**src/rtl/dvma_regs_pkg.sv**
```systemverilog
package dvma_regs_pkg;

  localparam int unsigned DW = 32;

  // byte offsets of the implemented registers
  localparam logic [15:0] OFF_CTRL    = 16'h0000;
  localparam logic [15:0] OFF_PTBASE  = 16'h0004;
  localparam logic [15:0] OFF_FLALL   = 16'h0014;
  localparam logic [15:0] OFF_FLPAGE  = 16'h0018;
  localparam logic [15:0] OFF_FSYN    = 16'h1000;
  localparam logic [15:0] OFF_FADDR   = 16'h1004;
  localparam logic [15:0] OFF_ARBMSK  = 16'h1008;
  localparam logic [15:0] OFF_SLOT0   = 16'h1010;
  localparam logic [15:0] OFF_ARBON   = 16'h2000;
  localparam logic [15:0] OFF_MASKID  = 16'h3018;

  // keep-masks and forced-one bits
  localparam logic [DW-1:0] KEEP_CTRL   = 32'h0000_001D;
  localparam logic [DW-1:0] KEEP_PTBASE = 32'h07FF_FC00;
  localparam logic [DW-1:0] KEEP_FSYN   = 32'hFF0F_FFFF;
  localparam logic [DW-1:0] ONE_FSYN    = 32'h0080_0000;
  localparam logic [DW-1:0] KEEP_ARBMSK = 32'h801F_000F;
  localparam logic [DW-1:0] ONE_ARBMSK  = 32'h0000_0001;
  localparam logic [DW-1:0] KEEP_SLOT   = 32'h0001_0003;
  localparam logic [DW-1:0] KEEP_ARBON  = 32'h001F_0000;
  localparam logic [DW-1:0] ONE_ARBON   = 32'h0000_0008;
  localparam logic [DW-1:0] KEEP_MASKID = 32'h00FF_FFFF;

  // reset values
  localparam logic [DW-1:0] RST_FSYN   = 32'h0080_0000;
  localparam logic [DW-1:0] RST_ARBMSK = 32'h0000_0003;
  localparam logic [DW-1:0] RST_ARBON  = 32'h0000_0008;
  localparam logic [DW-1:0] RST_MASKID = 32'h2300_0000;

  // syndrome loaded on a datapath fault: error, late error, forced bit, address valid
  localparam logic [DW-1:0] FAULT_SYN  = 32'hC082_0000;
  localparam logic [DW-1:0] FAULT_RDB  = 32'h0004_0000;

endpackage

```
**src/rtl/dvma_rst_sync.sv**
```systemverilog
module dvma_rst_sync (
  input  logic clk,
  input  logic rst_n,
  output logic rst_n_sync
);
  logic [1:0] stage_q;

  always_ff @(posedge clk or negedge rst_n) begin
    if (!rst_n) stage_q <= 2'b00;
    else        stage_q <= {stage_q[0], 1'b1};
  end

  assign rst_n_sync = stage_q[1];
endmodule

```
**src/rtl/dvma_win_decode.sv**
```systemverilog
module dvma_win_decode #(
  parameter int unsigned MIN_LOG2 = 24,
  parameter int unsigned CODE_W   = 3
) (
  input  logic [CODE_W-1:0] code,
  output logic [31:0]       start
);
  localparam int unsigned SHW = $clog2(MIN_LOG2 + (1 << CODE_W));

  logic [SHW-1:0] shamt;

  always_comb begin
    shamt = SHW'(MIN_LOG2) + SHW'(code);
    start = 32'hFFFF_FFFF << shamt;
  end
endmodule

```
**src/rtl/dvma_irq_ctrl.sv**
```systemverilog
module dvma_irq_ctrl (
  input  logic clk,
  input  logic rst_n,
  input  logic set_i,
  input  logic clr_i,
  output logic irq_o
);
  logic irq_q, irq_d, irq_en;

  always_comb begin
    irq_en = set_i | clr_i;
    irq_d  = set_i;        // set wins over clear
  end

  always_ff @(posedge clk or negedge rst_n) begin
    if (!rst_n)      irq_q <= 1'b0;
    else if (irq_en) irq_q <= irq_d;
  end

  assign irq_o = irq_q;
endmodule

```
**src/rtl/dvma_ctl_regs.sv**
```systemverilog
module dvma_ctl_regs #(
  parameter int unsigned ADDR_W  = 14,
  parameter logic [7:0]  VERSION = 8'h05,
  parameter int unsigned N_SLOTS = 4
) (
  input  logic              clk,
  input  logic              rst_n,
  input  logic              wr_en,
  input  logic              rd_en,
  input  logic [ADDR_W-1:0] addr,
  input  logic [31:0]       wdata,
  output logic [31:0]       rdata,
  input  logic              fault_valid,
  input  logic              fault_is_read,
  input  logic [31:0]       fault_addr,
  output logic              irq,
  output logic              xlate_en,
  output logic [31:0]       win_start,
  output logic [31:0]       pt_base,
  output logic              flush_all,
  output logic              flush_page
);
  import dvma_regs_pkg::*;

  localparam int unsigned WI_W = ADDR_W - 2;

  logic rst_ns;
  logic [WI_W-1:0] widx;

  // address hits
  logic hit_ctrl, hit_ptb, hit_fla, hit_flp, hit_fsyn, hit_fadr;
  logic hit_arbm, hit_arbo, hit_mid;
  logic [N_SLOTS-1:0] hit_slot;

  // register state
  logic [4:0]  ctrl_q,  ctrl_d;
  logic [31:0] ptb_q,   ptb_d;
  logic [31:0] fla_q,   fla_d;
  logic [31:0] flp_q,   flp_d;
  logic [31:0] fsyn_q,  fsyn_d;
  logic [31:0] fadr_q,  fadr_d;
  logic [31:0] arbm_q,  arbm_d;
  logic [31:0] arbo_q,  arbo_d;
  logic [31:0] mid_q,   mid_d;
  logic [31:0] slot_q [N_SLOTS];
  logic        pls_a_q, pls_p_q;

  // clock enables
  logic en_ctrl, en_ptb, en_fla, en_flp, en_fsyn, en_fadr, en_arbm, en_arbo, en_mid;
  logic irq_clr;

  dvma_rst_sync u_rst (
    .clk        (clk),
    .rst_n      (rst_n),
    .rst_n_sync (rst_ns)
  );

  assign widx = addr[ADDR_W-1:2];

  always_comb begin
    hit_ctrl = (widx == OFF_CTRL[ADDR_W-1:2]);
    hit_ptb  = (widx == OFF_PTBASE[ADDR_W-1:2]);
    hit_fla  = (widx == OFF_FLALL[ADDR_W-1:2]);
    hit_flp  = (widx == OFF_FLPAGE[ADDR_W-1:2]);
    hit_fsyn = (widx == OFF_FSYN[ADDR_W-1:2]);
    hit_fadr = (widx == OFF_FADDR[ADDR_W-1:2]);
    hit_arbm = (widx == OFF_ARBMSK[ADDR_W-1:2]);
    hit_arbo = (widx == OFF_ARBON[ADDR_W-1:2]);
    hit_mid  = (widx == OFF_MASKID[ADDR_W-1:2]);
  end

  // next-state
  always_comb begin
    en_ctrl = wr_en & hit_ctrl;
    en_ptb  = wr_en & hit_ptb;
    en_fla  = wr_en & hit_fla;
    en_flp  = wr_en & hit_flp;
    en_arbm = wr_en & hit_arbm;
    en_arbo = wr_en & hit_arbo;
    en_mid  = wr_en & hit_mid;
    en_fsyn = fault_valid | (wr_en & hit_fsyn);
    en_fadr = fault_valid | (wr_en & hit_fadr);

    ctrl_d = wdata[4:0] & KEEP_CTRL[4:0];
    ptb_d  = wdata & KEEP_PTBASE;
    fla_d  = wdata;
    flp_d  = wdata;
    arbm_d = (wdata & KEEP_ARBMSK) | ONE_ARBMSK;
    arbo_d = (wdata & KEEP_ARBON) | ONE_ARBON;
    mid_d  = mid_q | (wdata & KEEP_MASKID);

    if (fault_valid) begin
      fsyn_d = FAULT_SYN | (fault_is_read ? FAULT_RDB : 32'h0);
      fadr_d = fault_addr;
    end else begin
      fsyn_d = (wdata & KEEP_FSYN) | ONE_FSYN;
      fadr_d = wdata;
    end

    irq_clr = (wr_en & (hit_fsyn | hit_fadr)) | (rd_en & hit_fsyn);
  end

  // registers
  always_ff @(posedge clk or negedge rst_ns) begin
    if (!rst_ns) begin
      ctrl_q  <= '0;
      ptb_q   <= '0;
      fla_q   <= '0;
      flp_q   <= '0;
      fsyn_q  <= RST_FSYN;
      fadr_q  <= '0;
      arbm_q  <= RST_ARBMSK;
      arbo_q  <= RST_ARBON;
      mid_q   <= RST_MASKID;
      pls_a_q <= 1'b0;
      pls_p_q <= 1'b0;
    end else begin
      if (en_ctrl) ctrl_q <= ctrl_d;
      if (en_ptb)  ptb_q  <= ptb_d;
      if (en_fla)  fla_q  <= fla_d;
      if (en_flp)  flp_q  <= flp_d;
      if (en_fsyn) fsyn_q <= fsyn_d;
      if (en_fadr) fadr_q <= fadr_d;
      if (en_arbm) arbm_q <= arbm_d;
      if (en_arbo) arbo_q <= arbo_d;
      if (en_mid)  mid_q  <= mid_d;
      pls_a_q <= en_fla;
      pls_p_q <= en_flp;
    end
  end

  // per-slot configuration registers
  for (genvar s = 0; s < N_SLOTS; s++) begin : g_slot
    localparam logic [15:0] SOFF = OFF_SLOT0 + 16'(4 * s);
    logic en_s;
    logic [31:0] slot_d;

    always_comb begin
      hit_slot[s] = (widx == SOFF[ADDR_W-1:2]);
      en_s        = wr_en & hit_slot[s];
      slot_d      = wdata & KEEP_SLOT;
    end

    always_ff @(posedge clk or negedge rst_ns) begin
      if (!rst_ns)   slot_q[s] <= '0;
      else if (en_s) slot_q[s] <= slot_d;
    end
  end

  // read mux
  always_comb begin
    rdata = '0;
    if (rd_en) begin
      if (hit_ctrl) rdata = {VERSION, 19'h0, ctrl_q};
      if (hit_ptb)  rdata = ptb_q;
      if (hit_fla)  rdata = fla_q;
      if (hit_flp)  rdata = flp_q;
      if (hit_fsyn) rdata = fsyn_q;
      if (hit_fadr) rdata = fadr_q;
      if (hit_arbm) rdata = arbm_q;
      if (hit_arbo) rdata = arbo_q;
      if (hit_mid)  rdata = mid_q;
      for (int s = 0; s < N_SLOTS; s++)
        if (hit_slot[s]) rdata = slot_q[s];
    end
  end

  dvma_irq_ctrl u_irq (
    .clk   (clk),
    .rst_n (rst_ns),
    .set_i (fault_valid),
    .clr_i (irq_clr),
    .irq_o (irq)
  );

  dvma_win_decode #(.MIN_LOG2(24), .CODE_W(3)) u_win (
    .code  (ctrl_q[4:2]),
    .start (win_start)
  );

  assign xlate_en   = ctrl_q[0];
  assign pt_base    = ptb_q;
  assign flush_all  = pls_a_q;
  assign flush_page = pls_p_q;

endmodule

```
**config.mk**
```make
export PLATFORM = sky130hd
export DESIGN_NAME = dvma_ctl_regs
export DESIGN_NICKNAME = d
export VERILOG_FILES = /design/src/rtl/dvma_regs_pkg.sv /design/src/rtl/dvma_rst_sync.sv /design/src/rtl/dvma_win_decode.sv /design/src/rtl/dvma_irq_ctrl.sv /design/src/rtl/dvma_ctl_regs.sv
export SDC_FILE = /design/constraint.sdc
export NUM_CORES = 1
export LEC_CHECK = 0
export ABC_AREA = 1
export BUFFER_PORTS_ARGS = -buffer_cell sky130_fd_sc_hd__buf_2
export CAP_MARGIN = 20
export CORE_MARGIN = 2
export CORE_UTILIZATION = 60
export DETAILED_ROUTE_END_ITERATION = 8
export PLACE_DENSITY = 0.91
export RECOVER_POWER = 100
export SYNTH_ARGS = -nofsm -noshare
export SYNTH_HDL_FRONTEND = slang
export SYNTH_SLANG_ARGS = --single-unit
```
**constraint.sdc**
```tcl
create_clock -name clk -period 12.41 [get_ports clk]
set_clock_uncertainty 0.05 [all_clocks]
set_input_delay 2.482 -clock clk [delete_from_list [all_inputs] [get_ports clk]]
set_output_delay 2.482 -clock clk [all_outputs]
set_load 0.01 [all_outputs]
```
==> results of run 1 <==
-- registers in the layout (all words and copies together) (netlist names), 2 cells and up --
register / count
arbo_q: 5
fla_q: 32
flp_q: 32
slot_q: 12
arbm_q: 9
fsyn_q: 28
mid_q: 24
ctrl_q: 4
u_rst.stage_q: 2
fadr_q: 32
pt_base: 17
-- layout by cell type, fill, tap and decap left out, drive strengths merged --
cell | synthesis | final
a21oi | 60 | 60
o21bai | 10 | 10
o2111ai | 1 | 1
a31oi | 3 | 3
o311ai | 4 | 4
nor4 | 1 | 1
clkinv | 1 | 4
o211ai | 14 | 14
nand4 | 3 | 3
buf | 67 | 88
inv | 108 | 107
o21ai | 211 | 211
o221ai | 7 | 7
nand2 | 325 | 325
a32oi | 1 | 1
a211oi | 4 | 4
bufinv | 0 | 9
nor2 | 81 | 81
a311oi | 1 | 1
a211o | 4 | 4
a221oi | 2 | 2
nor3 | 6 | 6
dfstp | 1 | 1
o31ai | 2 | 2
o21a | 4 | 4
dfrtp | 199 | 199
o22ai | 7 | 7
a22o | 1 | 1
conb | 2 | 41
clkinvlp | 0 | 3
nand3 | 34 | 34
clkbuf | 28 | 77
nand3b | 1 | 1
-- cell families (layout without fill, tap and decap cells) --
logic type,count (synthesis),after routing,synth area share [%]
simple gates,451,451,19.62
compound gates,336,336,19.07
buf+inv,204,288,10.13
flops,200,200,51.10
other cells,2,41,0.07667
-- power breakdown --
group          leakage, nW  internal (mW)  switching [mW]
Sequential            2.57          0.671          0.0136
Combinational         2.53         0.0242          0.0613
Clock                0.350          0.438           0.246
-- cell usage after synthesis, drive strengths merged (2+ instances only) --
library cell / instances
a211o: 4
a211oi: 4
a21oi: 60
a221oi: 2
a31oi: 3
buf: 67
clkbuf: 28
conb: 2
dfrtp: 199
inv: 108
nand2: 325
nand3: 34
nand4: 3
nor2: 81
nor3: 6
o211ai: 14
o21a: 4
o21ai: 211
o21bai: 10
o221ai: 7
o22ai: 7
o311ai: 4
o31ai: 2
-- worst min path at each step --
stage,to
2_1_floorplan,u_rst.stage_q[1]
3_3_place_gp,u_rst.stage_q[1]
3_5_place_dp,u_rst.stage_q[1]
6_report,u_rst.stage_q[1]
5_1_grt,u_rst.stage_q[1]
4_1_cts,u_rst.stage_q[1]
-- routing by layer --
| metal | vias up | routed length (um) | GRT usage (%) |
|---|---|---|---|
| met5 | - | 0 | 0 |
| met4 | 0 | 1135 | 14.73 |
| met3 | 106 | 3005 | 6.151 |
| met2 | 607 | 13210 | 51.40 |
| met1 | 4277 | 10400 | 41.19 |
| li1 | 4050 | - | - |
-- area by class of cell --
class	count	area [um^2]
clock inverter	14	300.3
fill	1279	5027
tap	216	270.3
clock buffer	18	429.2
multi-input combinational	828	3834
timing repair buffer	147	661.9
sequential	200	5006
inverter	109	414.1
==> metrics.csv, run 1 <==
stage;metric;value;unit
detailed_routing;Routed WL;27750;um
timing;RSZ-0062 raised after global routing;false;
floorplanning;Die Width;131.8;um
yosys;top cell type's share of synthesized area;50.84;%
worst_setup_path;slowest stage delay, CP;1450;ps
worst_setup_path;Crit path depth;12;
timing;hold_ws;301.5;ps
worst_setup_path;RR Startpoint;u_rst.stage_q[1];
floorplanning;I/O pin total;184;
placement;PortBufs;141;
worst_setup_path;reg2reg path depth;2;
clock_network;CTS Sinks;200;
hold_path;Hold WC Path Type;flip-flop to flip-flop;
clock_network;post_cts resized;0;
clock_network;clk buf depth;2;
worst_setup_path;most frequent CP cell;nor2_1;
detailed_routing;DR pass1 iterations;6;
worst_setup_path;worst endpoint data arrival time;7030;ps
floorplanning;site row count;46;
worst_setup_path;critical path class;primary input to primary output;
worst_setup_path;CP Buf/Inv Count;4;
worst_setup_path;worst-path maximum fanout;24;
pwr;Tot Pwr;1.454;mW
yosys;Area contributors post-synth;dfrtp_1 51%, nand2_1 12%, o21ai_0 7.5%;
final_layout;fin cells;1532;
global_route;first-pass GRT wire length;43390;um
detailed_routing;antenna viol nets, final;0;
clock_network;clk_lat worst skew;440;ps
final_layout;Final Core Density;68.47;%
clock_network;H-tree depth;4;
hold_path;Hold Startpoint;u_rst.stage_q[0];
worst_setup_path;CP Launch Type;primary input;
worst_setup_path;internal reg-to-reg setup slack;6400;ps
yosys;synthesis warning total;0;
worst_setup_path;CP Cell Sequence;buf_2 > nor2_1 > nand2_1 > nor2_1 > inv_4 > nor2_1 > clkinvlp_2 > o211ai_1 > a21oi_1 > nor2_1 > nor2_1 > buf_2;
detailed_routing;routed vias;9040;
hold_path;Cells on Worst Hold Path;0;
placement;DP HPWL;17020;um
worst_setup_path;FF-to-FF End;flp_q[23];
pwr;Pleak;5.448;nW
yosys;post-synthesis sequential area ratio;51.10;%
worst_setup_path;CP required;9880;ps
placement;Post-Place Cell Area;10360;um^2
run_status;violated checks;max-capacitance violations, max-slew violations;
final_layout;share of cells above drive strength 1;11.09;%
yosys;synthesized area;9796;um^2
global_route;remaining global-route overflow;0;
timing;worst-margin pin slew;3887;ps
yosys;EDFF count, synth;0;
final_layout;Final Net Count;1387;
timing;# setup viols final;0;
job;max cap viols;7;
floorplanning;Vert. Die Dim;131.8;um
pwr;pwr/cell area;133.2;nW/um^2
yosys;Mapped Avg Cell Area;8.211;um^2
global_route;largest net degree at the start of global routing;81;
clock_network;CTS Hold Bufs;0;
final_layout;final instance area;10920;um^2
worst_setup_path;CP startpoint;addr[7];
timing;Hold Vio Cnt, Final;0;
floorplanning;Initial Util;61.44;%
worst_setup_path;CP top delay family;simple AND/OR/NAND/NOR gates;
timing;fin. max-slew vios;386;
clock_network;CTS buffer count;17;
detailed_routing;Wirelength per Cell;18.11;um
worst_setup_path;Slowest cell on crit path;clkinvlp_2;
clock_network;clock slew at reported path FFs;60;ps
worst_setup_path;CP endpoint kind;primary output;
global_route;vias in the first global route;8567;
yosys;synth unique cells;46;
clock_network;Post CTS Setup Buffer Count;0;
clock_network;Root Buffer;clkbuf_16;
clock_network;CTS tree;built;
floorplanning;Die Footprint;17360;um^2
timing;final setup TNS;0;ps
pwr;peak supply drop;0.1083;mV
timing;fin crit share;77.02;%
floorplanning;core region area;15940;um^2
yosys;FF+latch count, synth;200;
detailed_routing;initial drt markers;1010;
global_route;initial antenna violation count;0;
final_layout;Ant. Diodes;0;
yosys;ys flop type;dfrtp_1;
placement;RePlAce Congestion;0.8471;
worst_setup_path;CP endpoint;rdata[18];
global_route;GRT Overall Usage;31.57;%
timing;setup ws final;2852;ps
yosys;async set-reset flop share out of synthesis;100.0;%
final_layout;area delta synth->final;11.43;%
placement;dpl cells;1496;
yosys;cell taking the most area after synthesis;dfrtp_1;
timing;Fmax achieved;0.1046;GHz
timing;Slew headroom;-159.2;%
yosys;Syn Inst Count;1193;
detailed_routing;DRC viols;0;
timing;shortest period the worst path allows;9558;ps
run_status;status;finished, violations left;
detailed_routing;Vias/cell;5.901;
placement;post-place setup slack;4735;ps
(Power assumes the default switching activity.)
==> run 2, diff against run 1 <==
--- a/config.mk
+++ b/config.mk
@@ -9,9 +9,9 @@
 export BUFFER_PORTS_ARGS = -buffer_cell sky130_fd_sc_hd__buf_2
 export CAP_MARGIN = 20
 export CORE_MARGIN = 2
-export CORE_UTILIZATION = 60
+export CORE_UTILIZATION = 51
 export DETAILED_ROUTE_END_ITERATION = 8
-export PLACE_DENSITY = 0.91
+export PLACE_DENSITY = 0.83
 export RECOVER_POWER = 100
 export SYNTH_ARGS = -nofsm -noshare
 export SYNTH_HDL_FRONTEND = slang
==> constraint.sdc (replaced) <==
create_clock -name clk -period 8.47 [get_ports clk]
set_clock_uncertainty 0.05 [all_clocks]
set_input_delay 1.694 -clock clk [delete_from_list [all_inputs] [get_ports clk]]
set_output_delay 1.694 -clock clk [all_outputs]
set_load 0.01 [all_outputs]
==> metrics.csv, run 2 (same netlist as run 1, synthesis figures left out) <==
stage;metric;value;unit
run_status;status;finished, violations left;
run_status;violated checks;max-capacitance violations, max-slew violations;
final_layout;area delta synth->final;9.657;%
final_layout;most frequent cells in the layout;322 x nand2_1, 199 x dfrtp_1, 195 x o21ai_0;
detailed_routing;initial drt markers;1084;
worst_setup_path;worst-path maximum fanout;26;
worst_setup_path;worst endpoint data arrival time;5400;ps
worst_setup_path;CP top delay family;simple AND/OR/NAND/NOR gates;
timing;fin. max-slew vios;342;
placement;dpl cells;1516;
hold_path;WHS Endpoint;u_rst.stage_q[1];
final_layout;share of cells above drive strength 1;10.45;%
final_layout;leading registers by flop count;fadr_q: 32 flops, fla_q: 32 flops, flp_q: 32 flops;
detailed_routing;DRC viols;0;
global_route;largest net degree at the start of global routing;80;
worst_setup_path;CP endpoint kind;primary output;
final_layout;Final Net Count;1385;
timing;# setup viols final;0;
worst_setup_path;internal reg-to-reg setup slack;2710;ps
floorplanning;site row count;50;
worst_setup_path;FF-to-FF End;mid_q[19];
global_route;first-pass GRT wire length;43050;um
detailed_routing;Wirelength per Cell;17.90;um
detailed_routing;routed vias;8821;
clock_network;CTS tree;built;
floorplanning;Vert. Die Dim;142.6;um
placement;PortBufs;141;
global_route;GRT Overall Usage;27.40;%
floorplanning;core region area;18770;um^2
final_layout;fin cells;1546;
timing;Hold Vio Cnt, Final;0;
detailed_routing;DR pass1 iterations;5;
job;max cap viols;6;
clock_network;Post CTS Setup Buffer Count;0;
worst_setup_path;critical path class;primary input to primary output;
placement;DP HPWL;17660;um
detailed_routing;antenna viol nets, final;0;
worst_setup_path;slowest stage delay, CP;900;ps
worst_setup_path;CP Buf/Inv Count;4;
worst_setup_path;CP required;6730;ps
clock_network;clk_lat worst skew;430;ps
clock_network;clock slew at reported path FFs;70;ps
timing;Fmax achieved;0.1399;GHz
timing;shortest period the worst path allows;7148;ps
hold_path;Cells on Worst Hold Path;0;
clock_network;H-tree depth;4;
global_route;vias in the first global route;8294;
worst_setup_path;RR Startpoint;u_rst.stage_q[1];
worst_setup_path;Slowest cell on crit path;nand2_1;
detailed_routing;Routed WL;27680;um
floorplanning;Initial Util;52.19;%
final_layout;Fillers;1710;
timing;final setup TNS;0;ps
pwr;pwr/cell area;178.5;nW/um^2
detailed_routing;Vias/cell;5.706;
hold_path;Hold Startpoint;u_rst.stage_q[0];
global_route;remaining global-route overflow;0;
worst_setup_path;CP Launch Type;primary input;
clock_network;CTS Hold Bufs;0;
clock_network;Root Buffer;clkbuf_16;
floorplanning;Die Width;142.6;um
pwr;Tot Pwr;1.917;mW
pwr;Pleak;5.338;nW
timing;worst-margin pin slew;4135;ps
floorplanning;I/O pin total;184;
timing;fin crit share;84.40;%
hold_path;Hold WC Path Type;flip-flop to flip-flop;
clock_network;clk buf depth;2;
clock_network;CTS Sinks;200;
floorplanning;Die Footprint;20330;um^2
global_route;initial antenna violation count;2;
worst_setup_path;reg2reg path depth;1;
clock_network;post_cts resized;0;
placement;RePlAce Congestion;0.8820;
worst_setup_path;most frequent CP cell;nand2_1;
pwr;peak supply drop;0.1404;mV
final_layout;commonest non-fill, non-tap cell in the layout;nand2_1;
worst_setup_path;CP Cell Sequence;clkbuf_1 > inv_1 > nor2_1 > nand2_1 > nor2_1 > nand2_1 > nand2_1 > inv_2 > nand3_1 > o221ai_1 > a211oi_1 > clkbuf_1;
clock_network;CTS buffer count;17;
timing;Slew headroom;-175.7;%
timing;RSZ-0062 raised after global routing;false;
[run 2: how the worst max path moves through the flow]
stage	startpoint	end	slack, ps	cells after the start
after floorplan	u_rst.stage_q[1]	arbm_q[16]	2440	0
after global placement	addr[7]	rdata[31]	2270	11
after detailed placement	addr[7]	rdata[31]	2260	11
after CTS	addr[7]	rdata[31]	2230	11
after global routing	addr[2]	rdata[31]	1050	12
final	addr[2]	rdata[31]	1320	12
[run 2: metrics by stage]
stage	hold WS [ps]	cell area (um^2)	worst slack [ps]	util (%)
finish	305.1	10740	1322	57.23
global route	308.7	10740	1054	57.22
CTS	307.0	10950	2226	58.33
detailed placement	291.3	10400	2257	55.40
global placement	285.3	10400	2269	55.40
floorplan	281.2	9942	2436	-
[run 2: per-layer routing]
metal  part of all wire (%)  wire [um]  track usage [%]  vias to the layer above
met2                     47      12900            43.90                      521
met5                  0.047         13                0                        -
met3                    9.9       2749            6.157                       76
met4                    3.1        852            10.21                        2
met1                     40      11160            36.65                     4178
li1                       -          -                -                     4044
[run 2: area by class of cell]
| type | count | area (um^2) | share of cell area, % |
|---|---|---|---|
| inverter | 109 | 414.1 | 3.856 |
| tap | 234 | 292.8 | 2.726 |
| multi-input combinational | 828 | 3816 | 35.53 |
| antenna | 1 | 2.502 | 0.02330 |
| clock inverter | 8 | 100.1 | 0.9319 |
| sequential | 200 | 5006 | 46.60 |
| timing repair buffer | 145 | 659.4 | 6.139 |
| clock buffer | 21 | 450.4 | 4.193 |
[run 2: power by group]
part	internal [mW]	switching (mW)
registers	0.984	0.0200
logic	0.0350	0.0885
clock network	0.438	0.352
total	1.46	0.460
